File: src/rtl/lock_pkg.sv
// Shared types and key codes for the keypad code lock controller.
// Assumes key codes arrive already decoded, one per key_valid strobe.
package lock_pkg;

    typedef enum logic [1:0] {
        ST_ID  = 2'd0,   // collecting identity (or administrator) digits
        ST_PW  = 2'd1,   // collecting password digits
        ST_NEW = 2'd2    // collecting a replacement password
    } entry_st_t;

    typedef enum logic [1:0] {
        PH_IDLE = 2'd0,
        PH_FWD  = 2'd1,
        PH_HOLD = 2'd2,
        PH_REV  = 2'd3
    } act_ph_t;

    localparam logic [3:0] KEY_LAST_DIGIT = 4'd9;
    localparam logic [3:0] KEY_ENTER      = 4'd10;
    localparam logic [3:0] KEY_CLEAR      = 4'd11;
    localparam logic [3:0] KEY_CHANGE     = 4'd12;

endpackage

File: src/rtl/lock_digit_buf.sv
// Digit entry buffer: shifts decimal digits in at the low nibble and counts them.
// Assumes the caller clears it before it would exceed MAX_DIGITS (full flags that point).
module lock_digit_buf #(
    parameter int MAX_DIGITS = 10,
    localparam int LW = $clog2(MAX_DIGITS + 1)
) (
    input  logic                    clk,
    input  logic                    rst_n,
    input  logic                    clr,
    input  logic                    push,
    input  logic [3:0]              digit,
    output logic [4*MAX_DIGITS-1:0] digits,
    output logic [LW-1:0]           count,
    output logic                    full
);

    // Shift register plus occupancy counter; clear has priority.
    always_ff @(posedge clk) begin
        if (!rst_n || clr) begin
            digits <= '0;
            count  <= '0;
        end else if (push && !full) begin
            digits <= {digits[4*MAX_DIGITS-5:0], digit};
            count  <= count + LW'(1);
        end
    end

    // Buffer holds the maximum number of digits.
    assign full = (count == LW'(MAX_DIGITS));

endmodule

File: src/rtl/lock_actuator_seq.sv
// Door actuator sequencer: forward drive, hold open, reverse drive, each timed.
// Assumes start is only raised while busy is low; phases never overlap.
module lock_actuator_seq
    import lock_pkg::*;
#(
    parameter int DRIVE_CYC = 8,
    parameter int HOLD_CYC  = 20,
    localparam int MAXC = (DRIVE_CYC > HOLD_CYC) ? DRIVE_CYC : HOLD_CYC,
    localparam int TW   = $clog2(MAXC + 1)
) (
    input  logic clk,
    input  logic rst_n,
    input  logic start,
    output logic motor_fwd,
    output logic motor_rev,
    output logic lock_open,
    output logic busy
);

    act_ph_t       ph_q;
    logic [TW-1:0] tmr_q;

    // Phase register with a down-counting dwell timer per phase.
    always_ff @(posedge clk) begin
        if (!rst_n) begin
            ph_q  <= PH_IDLE;
            tmr_q <= '0;
        end else begin
            case (ph_q)
                PH_IDLE: if (start) begin
                    ph_q  <= PH_FWD;
                    tmr_q <= TW'(DRIVE_CYC - 1);
                end
                PH_FWD: if (tmr_q == '0) begin
                    ph_q  <= PH_HOLD;
                    tmr_q <= TW'(HOLD_CYC - 1);
                end else tmr_q <= tmr_q - TW'(1);
                PH_HOLD: if (tmr_q == '0) begin
                    ph_q  <= PH_REV;
                    tmr_q <= TW'(DRIVE_CYC - 1);
                end else tmr_q <= tmr_q - TW'(1);
                default: if (tmr_q == '0) ph_q <= PH_IDLE;
                         else tmr_q <= tmr_q - TW'(1);
            endcase
        end
    end

    // Decode one output per phase.
    assign motor_fwd = (ph_q == PH_FWD);
    assign lock_open = (ph_q == PH_HOLD);
    assign motor_rev = (ph_q == PH_REV);
    assign busy      = (ph_q != PH_IDLE);

endmodule

File: src/rtl/lock_beep_gen.sv
// Key acknowledge buzzer: a retriggerable pulse of BEEP_CYC cycles.
// Assumes trig is a single-cycle event per accepted key.
module lock_beep_gen #(
    parameter int BEEP_CYC = 4,
    localparam int BW = $clog2(BEEP_CYC + 1)
) (
    input  logic clk,
    input  logic rst_n,
    input  logic trig,
    output logic beep
);

    logic [BW-1:0] cnt_q;

    // Reload on each trigger, otherwise count down to zero.
    always_ff @(posedge clk) begin
        if (!rst_n)            cnt_q <= '0;
        else if (trig)         cnt_q <= BW'(BEEP_CYC);
        else if (cnt_q != '0)  cnt_q <= cnt_q - BW'(1);
    end

    assign beep = (cnt_q != '0);

endmodule

File: src/rtl/lock_ctrl_top.sv
// Keypad code lock controller: checks identity and password, runs the door
// cycle, counts consecutive failures into a lockout, accepts an administrator
// override and lets a verified user replace the password.
// Assumes ADM_LEN differs from ID_LEN and is the longest code.
module lock_ctrl_top
    import lock_pkg::*;
#(
    parameter int ID_LEN    = 4,
    parameter int PW_LEN    = 4,
    parameter int ADM_LEN   = 10,
    parameter int MAX_FAILS = 3,
    parameter int DRIVE_CYC = 8,
    parameter int HOLD_CYC  = 20,
    parameter int BEEP_CYC  = 4
) (
    input  logic                 clk,
    input  logic                 rst_n,
    input  logic                 key_valid,
    input  logic [3:0]           key_code,
    input  logic                 cfg_load,
    input  logic [4*ID_LEN-1:0]  cfg_user_id,
    input  logic [4*PW_LEN-1:0]  cfg_user_pw,
    input  logic [4*ADM_LEN-1:0] cfg_admin,
    output logic                 lock_open,
    output logic                 motor_fwd,
    output logic                 motor_rev,
    output logic                 beep,
    output logic                 blocked,
    output logic                 code_changed_pulse
);

    localparam int LW = $clog2(ADM_LEN + 1);
    localparam int FW = $clog2(MAX_FAILS + 1);

    entry_st_t            st_q, st_d;
    logic                 chg_q, chg_d, id_ok_q, id_ok_d;
    logic [FW-1:0]        fail_q;
    logic [4*ID_LEN-1:0]  id_q;
    logic [4*PW_LEN-1:0]  pw_q;
    logic [4*ADM_LEN-1:0] adm_q;
    logic [4*ADM_LEN-1:0] buf_digits;
    logic [LW-1:0]        buf_cnt;
    logic                 buf_full, buf_clr, door_busy, grant;
    logic                 fail_inc, fail_clr, pw_we, chg_pulse_q;

    // Key classification; keys are refused while the door cycle runs.
    wire key_acc  = key_valid && (key_code <= KEY_CHANGE) && !door_busy;
    wire is_digit = (key_code <= KEY_LAST_DIGIT);
    wire id_match  = (buf_cnt == LW'(ID_LEN))  && (buf_digits[4*ID_LEN-1:0] == id_q);
    wire pw_match  = (buf_cnt == LW'(PW_LEN))  && (buf_digits[4*PW_LEN-1:0] == pw_q);
    wire adm_match = (buf_cnt == LW'(ADM_LEN)) && (buf_digits == adm_q);
    wire blk_w     = (fail_q == FW'(MAX_FAILS));

    lock_digit_buf #(.MAX_DIGITS(ADM_LEN)) buf_i (
        .clk(clk), .rst_n(rst_n), .clr(buf_clr),
        .push(key_acc && is_digit), .digit(key_code),
        .digits(buf_digits), .count(buf_cnt), .full(buf_full)
    );

    lock_actuator_seq #(.DRIVE_CYC(DRIVE_CYC), .HOLD_CYC(HOLD_CYC)) act_i (
        .clk(clk), .rst_n(rst_n), .start(grant),
        .motor_fwd(motor_fwd), .motor_rev(motor_rev),
        .lock_open(lock_open), .busy(door_busy)
    );

    lock_beep_gen #(.BEEP_CYC(BEEP_CYC)) beep_i (
        .clk(clk), .rst_n(rst_n), .trig(key_acc), .beep(beep)
    );

    // Entry decision logic: next stage, verdicts and side effects per key.
    always_comb begin
        st_d     = st_q;
        chg_d    = chg_q;
        id_ok_d  = id_ok_q;
        buf_clr  = 1'b0;
        fail_inc = 1'b0;
        fail_clr = 1'b0;
        grant    = 1'b0;
        pw_we    = 1'b0;
        if (key_acc) begin
            if (is_digit && buf_full) begin
                buf_clr  = 1'b1;
                st_d     = ST_ID;
                chg_d    = 1'b0;
                fail_inc = (st_q != ST_NEW) && !blk_w;
            end else if (key_code == KEY_CLEAR) begin
                buf_clr = 1'b1;
                st_d    = ST_ID;
                chg_d   = 1'b0;
            end else if (key_code == KEY_CHANGE) begin
                if (st_q == ST_ID) chg_d = 1'b1;
            end else if (key_code == KEY_ENTER) begin
                buf_clr = 1'b1;
                case (st_q)
                    ST_ID: begin
                        if (adm_match) begin
                            grant    = 1'b1;
                            fail_clr = 1'b1;
                            chg_d    = 1'b0;
                        end else if (blk_w) begin
                            chg_d = 1'b0;
                        end else begin
                            id_ok_d = id_match;
                            st_d    = ST_PW;
                        end
                    end
                    ST_PW: begin
                        st_d  = ST_ID;
                        chg_d = 1'b0;
                        if (id_ok_q && pw_match) begin
                            fail_clr = 1'b1;
                            if (chg_q) st_d = ST_NEW;
                            else       grant = 1'b1;
                        end else begin
                            fail_inc = 1'b1;
                        end
                    end
                    default: begin
                        st_d  = ST_ID;
                        pw_we = (buf_cnt == LW'(PW_LEN));
                    end
                endcase
            end
        end
    end

    // Entry stage, change arm flag and deferred identity verdict.
    always_ff @(posedge clk) begin
        if (!rst_n) begin
            st_q    <= ST_ID;
            chg_q   <= 1'b0;
            id_ok_q <= 1'b0;
        end else begin
            st_q    <= st_d;
            chg_q   <= chg_d;
            id_ok_q <= id_ok_d;
        end
    end

    // Consecutive failure counter, saturating at the lockout limit.
    always_ff @(posedge clk) begin
        if (!rst_n || fail_clr)                   fail_q <= '0;
        else if (fail_inc && !blk_w)              fail_q <= fail_q + FW'(1);
    end

    // Stored codes: host load wins over a keypad password change.
    always_ff @(posedge clk) begin
        if (!rst_n) begin
            id_q  <= '0;
            pw_q  <= '0;
            adm_q <= '0;
        end else if (cfg_load) begin
            id_q  <= cfg_user_id;
            pw_q  <= cfg_user_pw;
            adm_q <= cfg_admin;
        end else if (pw_we) begin
            pw_q  <= buf_digits[4*PW_LEN-1:0];
        end
    end

    // One-cycle acknowledge of a keypad password change.
    always_ff @(posedge clk) begin
        if (!rst_n) chg_pulse_q <= 1'b0;
        else        chg_pulse_q <= pw_we;
    end

    assign blocked            = blk_w;
    assign code_changed_pulse = chg_pulse_q;

endmodule

File: config.mk
export PLATFORM = sky130hd
export DESIGN_NAME = lock_ctrl_top
export DESIGN_NICKNAME = d
export VERILOG_FILES = /design/src/rtl/lock_pkg.sv /design/src/rtl/lock_digit_buf.sv /design/src/rtl/lock_actuator_seq.sv /design/src/rtl/lock_beep_gen.sv /design/src/rtl/lock_ctrl_top.sv
export SDC_FILE = /design/constraint.sdc
export NUM_CORES = 1
export LEC_CHECK = 0
export CORE_MARGIN = 5
export CORE_UTILIZATION = 48
export CTS_CLUSTER_DIAMETER = 40
export DETAILED_ROUTE_END_ITERATION = 12
export PLACE_DENSITY = 0.71
export SLEW_MARGIN = 20
export SYNTH_ARGS = -nofsm -noshare
export SYNTH_HDL_FRONTEND = slang
export SYNTH_SLANG_ARGS = --single-unit
File: constraint.sdc
create_clock -name clk -period 4.55 [get_ports clk]
set_clock_uncertainty 0.05 [all_clocks]
set_input_delay 0.91 -clock clk [delete_from_list [all_inputs] [get_ports clk]]
set_output_delay 0.91 -clock clk [all_outputs]
set_load 0.01 [all_outputs]
==> flow_summary.yaml, run 1 <==
grt:
  global_route.usage.total_pct: 19.70
  met2_track_usage_gr_pct: 31.56
  grt_first_pass_wirelength_mm: 25.54
  most_used_routing_layer_in_global_routing: "met2"
  via_count_of_the_first_global_routing_pass: 5136
  grt_antenna_before_repair: 0
  grt_overflow: 0
  grt_max_degree: 89
  grt_util_met1_pct: 26.07
  global_route.usage.met3_pct: 5.927
yosys:
  cell_area_after_synthesis_um2: 6610
  combinational_family_with_the_most_area_after_synthesis: "simple AND/OR/NAND/NOR gates"
  postSynth.asyncResetShare_pct: 0
  synth.ff_latch_count: 133
  yosys.area_share.adder_pct: 2.271
  synth_nets: 837
  synth-compound-area-share_pct: 9.445
  synth_xor_area_share_pct: 10.05
  syn_area_per_cell_um2: 8.873
  synth_flop_cell: "dfxtp_1"
  synth_cells: 745
  synth_enable_flop_cells: 0
  yosys.cell_types.count: 63
  synth_mux_area_share_pct: 11.21
  yosysWarnings: 0
  synth_sequential_area_ratio_pct: 40.28
  synth_simple_gate_area_share_pct: 22.15
power_and_ir_drop:
  ir_worst_vdd_uv: 287.8
  sw_frac_of_total_pct: 23.14
  sequential_power_share_pct: 41.8
  total_power_mw: 2.997
  power_density_nw_per_um2: 370.6
  pwr-share-clk_pct: 47.9
  power.net_switching_mw: 0.6936
  p_comb_share_pct: 10.4
  power_leakage_nw: 3.006
  internal_power_mw: 2.303
clock_network:
  cts-root-to-sink-buffers: 2
  cts_tree: "done"
  tritoncts_buffers: 17
  post-cts-setup-buffers: 0
  clkSinkCount: 133
  postCtsHoldBufs: 0
  ctsResizeCount: 0
  clk_pin_slew_worst_paths_ns: 0.06
  h-tree-depth: 4
  ctsRootBufferMaster: "clkbuf_16"
  clk_lat_worst_skew_ns: 0.42
layout:
  areaGrowthSynthToFinish_pct: 22.32
  n_fill_cell: 1191
  drive_above_1_share_pct: 6.180
  most_frequent_standard_cell_in_the_layout_excluding_fill_and_tap_cells: "dfxtp_1"
  highest_count_cells_in_the_layout_ignoring_fill_and_taps: "dfxtp_1, nand2_1, clkdlybuf4s50_1"
  antenna_cells_inserted: 0
  num-nets-final: 889
timing:
  final-max-slew-violation-count: 0
  final_count_of_negative_setup_slack_endpoints: 0
  worst_slew_margin_rel_pct: 34.39
  unrepaired_setup_endpoints_after_global_routing: "false"
  final-hold-violation-count: 0
  setup_total_negative_slack_ns: 0
  layout_worst_path_cycle_share_pct: 64.15
  worst_pin_slew_ns: 0.9594
  period_needed_ns: 2.919
  timing.fmax_ghz: 0.3426
route:
  detail_route.iter0.violations: 371
  route.detailed.drc: 0
  avgRoutedWirePerCell_um: 15.73
  viasPerCell: 5.310
  postRouteAntennaNets: 0
  routed_wire_length_mm: 15.49
  num_vias: 5230
  detailedRoute.firstPassIterationCount: 5
floorplan:
  initial_util_pct: 49.52
  num_io_pins: 86
  area_of_the_die_um2: 16220
  row_count: 42
  fp.dieW_um: 127.4
  die_height_um: 127.4
  core_um2: 13350
critical_path:
  crit_path_start_kind: "primary input"
  critPathLaunch: "key_code[3]"
  regToRegEndpoint: "fail_q[1]$_SDFFE_PP0P_"
  required_ns: 4.81
  launch_point_of_the_worst_reg_to_reg_path: "act_i.ph_q[0]$_SDFFE_PN0P_"
  path_max_fanout: 10
  timing.setup.critical_path_class: "primary input to flop"
  setup.worst_path.end: "act_i.ph_q[1]$_SDFFE_PN0P_"
  timing.critical_path.to_type: "flop"
  worstPathArrival_ns: 3.18
  r2r_setup_slack_ns: 1.92
  rr_worst_depth: 7
min_path:
  hold_depth: 2
  holdCritPathClass: "flop to flop"
place:
  port-buffer-count: 85
  gp_congestion: 0.8687
  detailedPlacementHpwl_mm: 10.95
run_status:
  run_status: "complete, no violations"
job:
  timing.max_cap.violations: 0
[cell families after synthesis]
kind of cell	Yosys count
AO/OA/AOI/OAI	105
XOR/XNOR	75
adder cells (fa/ha/maj)	12
buffers and inverters	72
flip-flops	133
multiplexers	74
AND/OR/NAND/NOR	274
[through the flow]
| step | util [%] | setup WS [ns] | instance area, µm² | instances | hold slack [ns] |
|---|---|---|---|---|---|
| 2_1_floorplan | - | 1.964 | 6610 | 745 | 0.3885 |
| 3_3_place_gp | 55.91 | 1.343 | 7462 | 954 | 0.3977 |
| 3_5_place_dp | 55.91 | 1.256 | 7462 | 954 | 0.4141 |
| 4_1_cts | 60.55 | 1.666 | 8082 | 985 | 0.4220 |
| 5_1_grt | 60.57 | 1.501 | 8085 | 985 | 0.4506 |
| 6_report | 60.57 | 1.631 | 8085 | 985 | 0.4216 |
[critical path, stage by stage]
cell and delay (ns):
clkdlybuf4s50_1 0.64, nand4bb_1 0.20, or2_2 0.33, nor3_1 0.37, nand4_4 0.23, a211o_1 0.31
and4_1 0.19
[power groups by stage]
stage	sequential (mW)	clock, mW	combinational (mW)
after CTS	1.25	1.45	0.315
final	1.25	1.43	0.311
after global routing	1.26	1.51	0.343
after floorplan	1.26	0	0.206
after detailed placement	1.28	0	0.313
after global placement	1.27	0	0.303
[synthesized netlist by cell type, types with 2 or more instances]
| cell type | number | area (µm²) |
|---|---|---|
| dfxtp_1 | 133 | 2663 |
| nand2_1 | 113 | 424.2 |
| mux2i_1 | 74 | 740.7 |
| xnor2_1 | 63 | 551.8 |
| nor2b_1 | 57 | 356.6 |
| a21oi_1 | 52 | 260.3 |
| clkbuf_1 | 32 | 120.1 |
| o21ai_0 | 22 | 110.1 |
| nand4_1 | 21 | 131.4 |
| and2_1 | 18 | 112.6 |
| inv_1 | 16 | 60.06 |
| nor2_1 | 16 | 60.06 |
| buf_2 | 15 | 75.07 |
| nor3_1 | 14 | 70.07 |
| ha_1 | 12 | 150.1 |
| xor2_1 | 11 | 96.34 |
| nand3_1 | 8 | 40.04 |
| buf_1 | 6 | 22.52 |
| o21a_1 | 5 | 37.54 |
| a21boi_0 | 3 | 22.52 |
| nor4_1 | 3 | 18.77 |
| a2111oi_0 | 2 | 17.52 |
| and3_1 | 2 | 12.51 |
| buf_4 | 2 | 15.01 |
| nand2b_1 | 2 | 12.51 |
| nand3b_1 | 2 | 15.01 |
| nor4_4 | 2 | 42.54 |
| o2111ai_1 | 2 | 17.52 |
| o22ai_1 | 2 | 12.51 |
| or2_2 | 2 | 12.51 |
[how the worst min path moves through the flow]
| stage | from | end | slack, ns |
|---|---|---|---|
| detailed placement | buf_i.digits[38]$_SDFFE_PP0P_ | buf_i.digits[38]$_SDFFE_PP0P_ | 0.41 |
| CTS | buf_i.digits[38]$_SDFFE_PP0P_ | buf_i.digits[38]$_SDFFE_PP0P_ | 0.42 |
| global route | buf_i.digits[23]$_SDFFE_PP0P_ | buf_i.digits[23]$_SDFFE_PP0P_ | 0.45 |
| floorplan | id_ok_q$_SDFFE_PN0P_ | id_ok_q$_SDFFE_PN0P_ | 0.39 |
| global placement | id_ok_q$_SDFFE_PN0P_ | id_ok_q$_SDFFE_PN0P_ | 0.40 |
| finish | buf_i.digits[38]$_SDFFE_PP0P_ | buf_i.digits[38]$_SDFFE_PP0P_ | 0.42 |
[registers in the layout (all words and copies together) (netlist names), 2 cells and up]
register      count
fail_q            2
buf_i.digits     40
adm_q            40
st_q              2
act_i.tmr_q       5
id_q             16
pw_q             16
act_i.ph_q        2
beep_i.cnt_q      3
buf_i.count       4
[cell type report]
class                           count  area [µm²]  share of cell area [%]
Timing Repair Buffer               89       877.1                   10.85
Multi-Input combinational cell    540        3646                   45.09
Tap cell                          176       220.2                   2.724
Sequential cell                   133        2663                   32.93
Clock inverter                     13       180.2                   2.228
Clock buffer                       18       439.2                   5.432
Inverter                           16       60.06                  0.7428
[metal layers]
metal	share of wire, %	wire, µm	vias to the layer above
li1	-	-	2624
met4	1.3	204	0
met1	47	7231	2446
met3	4.9	752	19
met2	47	7303	141
met5	0	0	-
Power figures use the tool's default switching activity.
==> run 2: changes to the inputs <==
==> constraint.sdc (replaced) <==
create_clock -name clk -period 2.8 [get_ports clk]
set_clock_uncertainty 0.05 [all_clocks]
set_input_delay 0.56 -clock clk [delete_from_list [all_inputs] [get_ports clk]]
set_output_delay 0.56 -clock clk [all_outputs]
set_load 0.01 [all_outputs]
==> flow_summary.yaml, run 2 (synthesized netlist as in run 1, its figures left out) <==
route:
  detail_route.iter0.violations: 376
  viasPerCell: 5.315
  detailedRoute.firstPassIterationCount: 4
  route.detailed.drc: 0
  routed_wire_length_mm: 16.16
  num_vias: 5368
  avgRoutedWirePerCell_um: 16.00
  postRouteAntennaNets: 0
power_and_ir_drop:
  power_leakage_nw: 3.154
  total_power_mw: 4.867
  sw_frac_of_total_pct: 24.19
  internal_power_mw: 3.690
  ir_worst_vdd_uv: 421.4
  power.net_switching_mw: 1.177
  power_density_nw_per_um2: 584.2
  sequential_power_share_pct: 41.7
  pwr-share-clk_pct: 47.2
  p_comb_share_pct: 11.1
timing:
  worst_pin_slew_ns: 0.7833
  layout_worst_path_cycle_share_pct: 89.28
  setup_total_negative_slack_ns: 0
  final-hold-violation-count: 0
  hold_ws_ns: 0.4198
  worst_slew_margin_rel_pct: 47.78
  unrepaired_setup_endpoints_after_global_routing: "false"
  final-max-slew-violation-count: 0
  final_count_of_negative_setup_slack_endpoints: 0
  timing.fmax_ghz: 0.4000
  period_needed_ns: 2.500
grt:
  grt_max_degree: 68
  grt_overflow: 0
  global_route.usage.total_pct: 20.55
  grt_antenna_before_repair: 0
  grt_first_pass_wirelength_mm: 26.69
  via_count_of_the_first_global_routing_pass: 5565
layout:
  num-nets-final: 913
  largestRegisters: "adm_q x40, buf_i.digits x40"
  post-route-cell-area_um2: 8330
  finish.cell_count_without_fillers: 1010
  drive_above_1_share_pct: 8.993
  most_frequent_standard_cell_in_the_layout_excluding_fill_and_tap_cells: "dfxtp_1"
  highest_count_cells_in_the_layout_ignoring_fill_and_taps: "dfxtp_1, nand2_1, clkdlybuf4s50_1"
  antenna_cells_inserted: 0
  areaGrowthSynthToFinish_pct: 26.03
critical_path:
  required_ns: 2.19
  timing.setup.critical_path_class: "flop to output port"
  crit_path_start_kind: "flop"
  path_max_fanout: 5
  path_cells: "inv_1 > ha_1 > ha_1 > inv_1 > clkdlybuf4s50_1"
  crit_path_max_incr_delay_ns: 0.52
  worst_path_max_delay_cell: "clkdlybuf4s50_1"
  worstPathArrival_ns: 1.89
  timing.critical_path.to_type: "output port"
clock_network:
  cts-root-to-sink-buffers: 2
  tritoncts_buffers: 17
  clk_lat_worst_skew_ns: 0.42
  ctsResizeCount: 0
  clkSinkCount: 133
  postCtsHoldBufs: 0
  h-tree-depth: 4
  clk_pin_slew_worst_paths_ns: 0.06
  cts_tree: "done"
  post-cts-setup-buffers: 0
  ctsRootBufferMaster: "clkbuf_16"
floorplan:
  row_count: 42
  fp.dieW_um: 127.4
  initial_util_pct: 49.52
  area_of_the_die_um2: 16220
  core_um2: 13350
  num_io_pins: 86
  die_height_um: 127.4
place:
  gp_congestion: 0.8501
  post_place_cells: 978
  detailedPlacementHpwl_mm: 11.71
  placement.cell_area_um2: 7717
  port-buffer-count: 85
job:
  timing.max_cap.violations: 0
min_path:
  holdCritPathClass: "flop to flop"
run_status:
  run_status: "complete, no violations"
==> run 2: changes by cell type in the layout (fill, tap and decap cells not counted), sizes merged <==
cell / previous run / this run
buf: 6 / 30
bufinv: 4 / 3
clkinv: 4 / 7
clkinvlp: 3 / 1
inv: 18 / 19
==> run 2: layout make-up <==
cell class                 count  area [µm²]
clock inverter                14       173.9
fill                        1128        5017
clock buffer                  18       439.2
inverter                      16       60.06
timing repair buffer         113        1129
multi-input combinational    540        3646
tap                          176       220.2
sequential                   133        2663
==> run 2: critical path, delay by kind of cell, from the launching register on <==
kind | cells | cell delay (ns)
fa+ha+maj | 2 | 0.48
buf+inv | 3 | 0.64
flops | 1 | 0.34
==> run 2: path summary, 6_finish.rpt <==
check	startpoint	endpoint	slack, ns	depth (start not counted)
max	beep_i.cnt_q[0]$_SDFFE_PP0P_	beep	0.30	5
max reg2reg	buf_i.count[0]$_SDFFE_PP0P_	act_i.tmr_q[3]$_SDFFE_PN0P_	0.44	8
min reg2reg	buf_i.digits[36]$_SDFFE_PP0P_	buf_i.digits[36]$_SDFFE_PP0P_	0.42	2
min	buf_i.digits[36]$_SDFFE_PP0P_	buf_i.digits[36]$_SDFFE_PP0P_	0.42	2
==> run 2: per-layer routing <==
metal / up-vias / share of wire [%] / track usage, %
met4: 0 / 2.5 / 8.580
li1: 2674 / - / -
met5: - / 0 / 0
met3: 32 / 5.8 / 4.716
met1: 2519 / 44 / 26.02
met2: 143 / 48 / 33.76
==> run 2: metrics by stage <==
| step | util [%] | worst slack, ns |
|---|---|---|
| 3_3_place_gp | 57.82 | 0.1839 |
| 6_report | 62.41 | 0.3003 |
| 3_5_place_dp | 57.82 | 0.1558 |
| 5_1_grt | 62.41 | 0.2113 |
| 4_1_cts | 62.41 | 0.2708 |
| 2_1_floorplan | - | 0.5579 |
==> run 2: power groups by stage <==
stage	Combinational, mW	Sequential [mW]	Clock [mW]
after floorplan	0.334	2.05	0
after global placement	0.524	2.07	0
after detailed placement	0.541	2.07	0
after CTS	0.546	2.03	2.33
after global routing	0.595	2.04	2.42
final	0.540	2.03	2.30
